[config.mk]
export PLATFORM = sky130hd
export DESIGN_NAME = wake_ack_watchdog
export DESIGN_NICKNAME = d
export VERILOG_FILES = /design/src/rtl/wdog_pkg.sv /design/src/rtl/wdog_sync.sv /design/src/rtl/wdog_done_qual.sv /design/src/rtl/wdog_interval.sv /design/src/rtl/wdog_reset_gen.sv /design/src/rtl/wake_ack_watchdog.sv
export SDC_FILE = /design/constraint.sdc
export NUM_CORES = 1
export LEC_CHECK = 0
export CORE_ASPECT_RATIO = 1.25
export CORE_UTILIZATION = 30
export CTS_CLUSTER_DIAMETER = 150
export DETAILED_ROUTE_END_ITERATION = 8
export PLACE_DENSITY = 0.54
export SYNTH_ARGS = -nofsm -noshare
export SYNTH_HDL_FRONTEND = slang
export SYNTH_HIERARCHICAL = 1
export SYNTH_SLANG_ARGS = --single-unit
[constraint.sdc]
create_clock -name clk_i -period 1.3 [get_ports clk_i]
set_input_delay 0.325 -clock clk_i [delete_from_list [all_inputs] [get_ports clk_i]]
set_output_delay 0.325 -clock clk_i [all_outputs]
set_load 0.02 [all_outputs]
[src/rtl/wdog_pkg.sv]
package wdog_pkg;

  // Flags the interval timer hands to the top level.
  typedef struct packed {
    logic fire;      // interval ended while an acknowledge was still owed
    logic in_guard;  // count lies near an interval boundary
  } ivl_flags_t;

  // Bits needed to hold the value n.
  function automatic int unsigned cnt_bits(int unsigned n);
    return (n < 2) ? 1 : $clog2(n + 1);
  endfunction

endpackage

[src/rtl/wdog_sync.sv]
module wdog_sync #(
  parameter int unsigned W = 2
) (
  input  logic         clk_i,
  input  logic         rst_ni,
  input  logic [W-1:0] d_i,
  output logic [W-1:0] q_o
);

  logic [W-1:0] meta_q;
  logic [W-1:0] sync_q;

  for (genvar g = 0; g < W; g++) begin : g_bit
    always_ff @(posedge clk_i or negedge rst_ni) begin
      if (!rst_ni) begin
        meta_q[g] <= 1'b0;
        sync_q[g] <= 1'b0;
      end else begin
        meta_q[g] <= d_i[g];
        sync_q[g] <= meta_q[g];
      end
    end
  end

  assign q_o = sync_q;

endmodule

[src/rtl/wdog_done_qual.sv]
module wdog_done_qual
  import wdog_pkg::*;
#(
  parameter int unsigned MIN_CYC = 5
) (
  input  logic clk_i,
  input  logic rst_ni,
  input  logic en_i,
  input  logic done_s_i,
  input  logic in_guard_i,
  output logic accept_o
);

  localparam int unsigned RUN_W = cnt_bits(MIN_CYC);
  localparam logic [RUN_W-1:0] RUN_MAX = RUN_W'(MIN_CYC);
  localparam logic [RUN_W-1:0] RUN_HIT = RUN_W'(MIN_CYC - 1);

  logic [RUN_W-1:0] run_q, run_d;
  logic             ok_q, ok_d;
  logic             first_hi;
  logic             pulse_ok;

  // The first high cycle of a pulse decides whether the pulse may count.
  assign first_hi = done_s_i && (run_q == '0);
  assign pulse_ok = first_hi ? !in_guard_i : ok_q;
  assign accept_o = en_i && done_s_i && (run_q == RUN_HIT) && pulse_ok;

  always_comb begin
    run_d = run_q;
    ok_d  = ok_q;
    if (!done_s_i) begin
      run_d = '0;
      ok_d  = 1'b0;
    end else begin
      if (run_q != RUN_MAX) begin
        run_d = run_q + RUN_W'(1);
      end
      ok_d = pulse_ok;
    end
  end

  always_ff @(posedge clk_i or negedge rst_ni) begin
    if (!rst_ni) begin
      run_q <= '0;
      ok_q  <= 1'b0;
    end else begin
      run_q <= run_d;
      ok_q  <= ok_d;
    end
  end

  // one qualified pulse yields a single accept event
  p_accept_single_r6: assert property (@(posedge clk_i) disable iff (!rst_ni)
    accept_o |=> !accept_o);

endmodule

[src/rtl/wdog_interval.sv]
module wdog_interval
  import wdog_pkg::*;
#(
  parameter int unsigned CNT_W     = 16,
  parameter int unsigned WAKE_CYC  = 4,
  parameter int unsigned GUARD_CYC = 5
) (
  input  logic             clk_i,
  input  logic             rst_ni,
  input  logic             hold_i,
  input  logic             accept_i,
  input  logic [CNT_W-1:0] len_i,
  output logic             wake_o,
  output ivl_flags_t       flags_o
);

  localparam int unsigned WK_W = cnt_bits(WAKE_CYC);
  localparam int unsigned EXT_W = CNT_W + 1;
  localparam logic [WK_W-1:0]  WAKE_LD = WK_W'(WAKE_CYC);
  localparam logic [CNT_W-1:0] GUARD_V = CNT_W'(GUARD_CYC);

  logic [CNT_W-1:0] cnt_q, cnt_d;
  logic [WK_W-1:0]  wk_q, wk_d;
  logic             armed_q, armed_d;
  logic             acked_q, acked_d;
  logic             term;
  logic [EXT_W-1:0] cnt_ahead;

  assign term      = !hold_i && (cnt_q == (len_i - CNT_W'(1)));
  assign cnt_ahead = {1'b0, cnt_q} + EXT_W'(GUARD_CYC);

  assign flags_o.in_guard = (cnt_q < GUARD_V) || (cnt_ahead >= {1'b0, len_i});
  assign flags_o.fire     = term && armed_q && !(acked_q || accept_i);
  assign wake_o           = (wk_q != '0);

  always_comb begin
    cnt_d   = cnt_q + CNT_W'(1);
    armed_d = armed_q;
    acked_d = acked_q || accept_i;
    wk_d    = wk_q;
    if (wk_q != '0) begin
      wk_d = wk_q - WK_W'(1);
    end
    if (hold_i) begin
      cnt_d   = '0;
      armed_d = 1'b0;
      acked_d = 1'b0;
    end else if (term) begin
      cnt_d   = '0;
      armed_d = 1'b1;
      acked_d = 1'b0;
      wk_d    = WAKE_LD;
    end
  end

  always_ff @(posedge clk_i or negedge rst_ni) begin
    if (!rst_ni) begin
      cnt_q   <= '0;
      wk_q    <= '0;
      armed_q <= 1'b0;
      acked_q <= 1'b0;
    end else begin
      cnt_q   <= cnt_d;
      wk_q    <= wk_d;
      armed_q <= armed_d;
      acked_q <= acked_d;
    end
  end

  // the counter restarts at the same edge where WAKE rises
  p_wake_reload_r2: assert property (@(posedge clk_i) disable iff (!rst_ni)
    $rose(wake_o) |-> (cnt_q == '0));

  // acknowledge is recorded only after the qualifier accepted a pulse
  p_ack_needs_accept_r4: assert property (@(posedge clk_i) disable iff (!rst_ni)
    $rose(acked_q) |-> $past(accept_i));

endmodule

[src/rtl/wdog_reset_gen.sv]
module wdog_reset_gen
  import wdog_pkg::*;
#(
  parameter int unsigned RST_CYC = 8
) (
  input  logic clk_i,
  input  logic rst_ni,
  input  logic fire_i,
  input  logic mr_s_i,
  output logic active_o
);

  localparam int unsigned RC_W = cnt_bits(RST_CYC);
  localparam logic [RC_W-1:0] RC_LD = RC_W'(RST_CYC);

  logic [RC_W-1:0] rc_q, rc_d;

  always_comb begin
    rc_d = rc_q;
    if (fire_i || mr_s_i) begin
      rc_d = RC_LD;
    end else if (rc_q != '0) begin
      rc_d = rc_q - RC_W'(1);
    end
  end

  always_ff @(posedge clk_i or negedge rst_ni) begin
    if (!rst_ni) begin
      rc_q <= '0;
    end else begin
      rc_q <= rc_d;
    end
  end

  assign active_o = (rc_q != '0);

  // a reset pulse lasts more than a single cycle once started
  p_reset_len_r3: assert property (@(posedge clk_i) disable iff (!rst_ni)
    ($rose(active_o) && (RST_CYC > 1)) |=> active_o);

endmodule

[src/rtl/wake_ack_watchdog.sv]
module wake_ack_watchdog
  import wdog_pkg::*;
#(
  parameter int unsigned CNT_W     = 16,
  parameter int unsigned MIN_CYC   = 5,
  parameter int unsigned GUARD_CYC = 5,
  parameter int unsigned WAKE_CYC  = 4,
  parameter int unsigned RST_CYC   = 8
) (
  input  logic             clk_i,
  input  logic             rst_ni,
  input  logic             done_i,
  input  logic             mr_i,
  input  logic [CNT_W-1:0] interval_len_i,
  output logic             wake_o,
  output logic             rstn_o
);

  logic       rst_meta_q, rst_sync_q;
  logic       rst_n;
  logic [1:0] async_in, sync_out;
  logic       done_s, mr_s;
  logic       accept;
  logic       rst_act;
  ivl_flags_t flags;

  // Reset: asserts at once, releases on the second clock edge.
  always_ff @(posedge clk_i or negedge rst_ni) begin
    if (!rst_ni) begin
      rst_meta_q <= 1'b0;
      rst_sync_q <= 1'b0;
    end else begin
      rst_meta_q <= 1'b1;
      rst_sync_q <= rst_meta_q;
    end
  end
  assign rst_n = rst_sync_q;

  assign async_in = {mr_i, done_i};

  wdog_sync #(.W(2)) u_sync (
    .clk_i  (clk_i),
    .rst_ni (rst_n),
    .d_i    (async_in),
    .q_o    (sync_out)
  );
  assign done_s = sync_out[0];
  assign mr_s   = sync_out[1];

  wdog_done_qual #(.MIN_CYC(MIN_CYC)) u_qual (
    .clk_i      (clk_i),
    .rst_ni     (rst_n),
    .en_i       (!rst_act),
    .done_s_i   (done_s),
    .in_guard_i (flags.in_guard),
    .accept_o   (accept)
  );

  wdog_interval #(
    .CNT_W     (CNT_W),
    .WAKE_CYC  (WAKE_CYC),
    .GUARD_CYC (GUARD_CYC)
  ) u_ivl (
    .clk_i    (clk_i),
    .rst_ni   (rst_n),
    .hold_i   (rst_act),
    .accept_i (accept),
    .len_i    (interval_len_i),
    .wake_o   (wake_o),
    .flags_o  (flags)
  );

  wdog_reset_gen #(.RST_CYC(RST_CYC)) u_rgen (
    .clk_i    (clk_i),
    .rst_ni   (rst_n),
    .fire_i   (flags.fire),
    .mr_s_i   (mr_s),
    .active_o (rst_act)
  );

  assign rstn_o = !rst_act;

  // a synchronized manual request drives the reset output low
  p_mr_forces_low_r8: assert property (@(posedge clk_i) disable iff (!rst_n)
    mr_s |=> !rstn_o);

  // a timeout reset starts together with the WAKE rise
  p_timeout_with_wake_r3: assert property (@(posedge clk_i) disable iff (!rst_n)
    ($fell(rstn_o) && !$past(mr_s)) |-> $rose(wake_o));

endmodule

### After elaboration in Yosys (flattened, before gate mapping)

Index checks and enable logic that the tools add are counted.

* bits in registers: 35
* bits of input ports: 20
* output and inout bits: 2
* logic and storage cells: 58

* $add $sub $neg: 6
* order comparisons: 2
* equal/unequal tests: 4
* muxes and demuxes: 15
* reduce and logical (&&, ||, !) cells: 18

Operators with widths (number)
* $mux W16: 2
* $add A16 B3 Y17 const B: 1
* $ge A17 B16 Y1: 1
* $add A16 B1 Y16 const B: 1
* $eq A16 B16 Y1: 1
* $lt A16 B3 Y1 const B: 1
* $sub A16 B1 Y16 const B: 1
* $mux W3: 5
* $mux W4: 2
* $logic_and A1 B1 Y1: 7
* $mux W1: 6
* $reduce_bool A2 Y1: 2
* $reduce_bool A4 Y1: 1
* $sub A4 B1 Y4 const B: 1
* $add A3 B1 Y3 const B: 1
* $eq A3 B3 Y1 const B: 1
* $logic_not A1 Y1: 3
* $logic_not A3 Y1: 1
* $logic_or A1 B1 Y1: 3
* $ne A3 B3 Y1 const B: 1
* $reduce_bool A3 Y1: 1
* $sub A3 B1 Y3 const B: 1
* $ne A2 B1 Y1 const B: 1

### Logic depth before layout (Yosys ltp)

* word-level depth: 11
* depth in mapped cells: 14
* mapped depth without buffers: 13

### Modules after synthesis

Netlist, hierarchy kept.

By module, submodules not included
* wdog_interval: times used 1, cells an instance 276, area an instance 2213.4 sq um
* wdog_reset_gen: times used 1, cells an instance 21, area an instance 240.2 sq um
* wdog_done_qual: times used 1, cells an instance 25, area an instance 235.2 sq um
* wdog_sync: times used 1, cells an instance 4, area an instance 100.1 sq um
* wake_ack_watchdog: times used 1, cells an instance 4, area an instance 57.6 sq um

### Least setup slack after synthesis

Ideal clock, no wire load.

* path type: input -> register
* start: input interval_len_i[4]
* end: register u_rgen.rc_q[0]
* library setup time: 125 ps
* arrival: 2572 ps
* data required time: 1175 ps
* setup slack: -1397 ps
* stages: 9
* buffers on the path: 1
* cells stage by stage: clkbuf_1 > or4_1 > nor3_1 > xnor2_1 > nand4_1 > nor4_2 > and3_1 > nor3b_1 > mux2_2

RTL lines
* start: declaration: RTL line wake_ack_watchdog.sv:14 `input logic [CNT_W-1:0] interval_len_i,`
* end signal: assignment: RTL line wdog_reset_gen.sv:31 `rc_q <= rc_d;`
* end: declaration: RTL line wdog_reset_gen.sv:16 `logic [RC_W-1:0] rc_q, rc_d;`

==> results.md <==
- Slew margin rel.: about 60%
- # IOs: 22
- Clock Sink Count: 35
- Synthesized area per cell: between 8 and 9 sq um
- FF-to-FF End: u_qual/ok_q
- Top post-synthesis cells by count: 35 x dfrtp_1, 35 x nor2_1, 30 x inv_1, 26 x ha_1, 26 x xnor2_1
- Mapped cell area: roughly 2800 sq um
- Filler Cells Inserted: between 800 and 900
- # DRC: 0
- Clock Latency Late Sink: about 0.28 ns
- IO Port Bufs: 21
- Root Buffer: clkbuf_16
- RSZ-0062 raised after global routing: yes
- DRT iter0 DRCs: around 70
- Crit Path Max Fanout: 4
- Worst-path clk slew: ~0.050 ns
- Crit end category: flip-flop
- Routability Congestion: 0.8374
- Die Area: between 9000 and 10,000 sq um
- R2R Setup Slk: -1.20 ns
- # rows: 39
- Final setup viols: 28
- NumNets Final: roughly 510
- DRT Pass-1 Iters: 4
- Routed vias: 2,779
- Initial core utilization: between 30% and 40%
- Final WS setup: -1.204 ns
- Max-Cap Viols: 0
- WL met3: between 100 and 150 um
- Wire length per cell: between 10 and 15 um
- Initial antenna violation count: 0
- EDFF count, synth: 0
- Share of post-route cells with drive strength above 1: about half
- Pwr Density: ~1000 nW/um^2
- Post-Layout Cell Count: 592
- Global Route Usage Sum: ~17%
- Leakage: around 2.2 nW
- Core area: a little over 9000 sq um
- Total gr overflow: 0
- First-pass GRT wire length: approximately 13 mm
- Outcome: finished, violations left
- Unique cell type count in the Yosys netlist: 51
- Peak VDD IR: 0.0006235 V
- Min Tclk post-route: approximately 2.5 ns
- Area leader, netlist: dfrtp_1
- Period utilization: 192.6%
- Top_reg_cell synth: dfrtp_1
- Critical path type: flip-flop to flip-flop
- TritonCTS Buffers: 5
- Die X-Extent: roughly 90 um
- #FFs+latches synth: 35
- Placed Cells: approximately 550
- Synth warn: 6
- Max H-tree Level: 2
- Failing checks: setup timing
- Post-DP HPWL: ~5.9 mm
- CP Launch Type: flip-flop
- Area grow syn2layout: 69.98%
- Post-Route M1 WL: 3.132 mm
- Worst Clk Skew: around 0.0044 ns
- Sequential area share after synthesis: a little under a third
- DR WL met2: roughly 4.3 mm
- Pwr Total: approximately 5.0 mW
- Largest net degree at the start of global routing: 34
- Worst-margin pin slew: 0.5756 ns
- Avg Vias per Cell: about 4.7
- Post-synth top area share: 30.77%
- Die height: 110.9 um
- Final WL: 7.899 mm
- Final hold violations: 0
- Vias in the first global route: 2,862
- Antenna Nets Post-Route: 0
- Fmax: roughly 400 MHz
- Clock Tree Buf Depth: 2
- Gate Count Post-Synth: between 300 and 400
- Top post-synthesis cells by area: dfrtp_1 31%, ha_1 11%, xnor2_1 8.0%
- Diode count: 0
- WP data arrival: 2.67 ns
- CTS tree: done
- Hold WC Path Type: primary input to async pin
- FF-to-FF Start: u_ivl/cnt_q[0]
- Highest metal used: met4
- Max-slew violation count: 0
- R2R depth: 13
- Ys async rst share: between 90% and 100%
- Critical Path RT: 1.46 ns
- Post-CTS Hold Buffers: 0
- Syn_nets: approximately 380
-- per-layer routing --
layer	up-vias	GRT usage, %
li1	1419	-
met1	1309	18.34
met2	33	31.91
met3	18	1.489
met4	0	6.667
met5	-	0
-- kinds of logic (layout without fill, tap and decap cells) --
logic type	count (synthesis)	after routing	share of synthesized area, %
simple gates	124	124	23.91
compound gates	48	48	11.65
xor+xnor	48	48	14.77
buf+inv	47	186	6.945
flops	35	35	30.77
fa+ha+maj	26	26	11.43
other cells	1	1	0.1317
mux	1	1	0.3956
-- stage by stage --
step | utilization [%] | setup slack (ns) | cell area, sq um | setup TNS (ns) | hold slack, ns
finish | 52.74 | -1.204 | 4838 | -29.93 | 0.2098
global route | 52.74 | -1.336 | 4838 | -31.71 | 0.2123
CTS | 51.00 | -1.339 | 4678 | -31.19 | 0.2079
detailed placement | 42.98 | -1.897 | 3943 | -46.99 | 0.2813
global placement | 42.98 | -1.862 | 3943 | -45.58 | 0.2840
floorplan | - | -1.227 | 2969 | -26.29 | 0.02941
-- repair_timing --
| item | CTS | global route |
|---|---|---|
| cloned | 2 | 0 |
| setup endpoints to repair | 28 | 28 |
| hold endpoints to repair | 0 | 0 |
| pin swaps | 61 | 32 |
| gates resized for setup | 127 | 36 |
| buffers inserted | 24 | 9 |
-- flip-flops by register name (all words and copies together), names as in the netlist, 2 cells and up --
register       flops
u_ivl/cnt_q       16
u_sync/meta_q      2
u_rgen/rc_q        4
u_ivl/wk_q         3
u_qual/run_q       3
u_sync/q_o         2
-- worst max-delay path, stage by stage, from the launching register on --
cell and delay [ns]:
dfrtp_1 0.41, ha_4 0.19, o21ai_4 0.21, buf_4 0.16
nor2_4 0.04, xor2_1 0.14, ha_1 0.29, nand4_1 0.16
buf_4 0.18, buf_4 0.12, nor2_2 0.09, a211o_1 0.18
nand3b_1 0.09, o211a_1 0.12
-- power by group --
part           internal, mW  switching (mW)  total (mW)
Clock                 0.952           0.438        1.39
Sequential             1.22          0.0866        1.31
Combinational          1.30           0.982        2.29
-- how the worst max path moves through the flow --
stage	startpoint	end	slack (ns)
2_1_floorplan	interval_len_i[1]	u_rgen/rc_q[0]	-1.23
3_3_place_gp	interval_len_i[1]	u_rgen/rc_q[0]	-1.86
3_5_place_dp	interval_len_i[1]	u_rgen/rc_q[0]	-1.90
4_1_cts	interval_len_i[1]	u_rgen/rc_q[0]	-1.34
5_1_grt	u_ivl/cnt_q[1]	u_qual/ok_q	-1.34
6_report	u_ivl/cnt_q[0]	u_qual/ok_q	-1.20
-- placed cells by master, fill, tap and decap left out, types with 3 or more instances in the layout --
cell,n
xnor2_1,24
xor2_1,21
a21oi_1,4
a21oi_2,3
or4_4,4
clkbuf_16,6
nor3_4,3
clkdlybuf4s50_1,6
a21oi_4,3
inv_2,4
and3_4,5
nor3_1,6
nand4_1,13
nor2_1,12
nand3_1,15
buf_6,11
dlygate4sd2_1,3
a31oi_1,3
nor2_2,5
dfrtp_1,34
buf_2,5
ha_1,20
nor2_4,18
nand2b_1,3
ha_4,6
buf_4,115
o211ai_1,3
nand2_1,9
o21ai_1,6
nor2b_1,5
o21ai_0,6
nor4_4,3
inv_1,23
-- cell type report --
| cell class | count | area [sq um] | share of cell area [%] |
|---|---|---|---|
| inverter | 30 | 130.1 | 2.689 |
| sequential | 35 | 877.1 | 18.13 |
| multi-input combinational | 248 | 2265 | 46.81 |
| clock inverter | 2 | 35.03 | 0.7241 |
| timing repair buffer | 148 | 1239 | 25.60 |
| tap | 123 | 153.9 | 3.181 |
| clock buffer | 6 | 138.9 | 2.870 |
(Power assumes the default switching activity.)
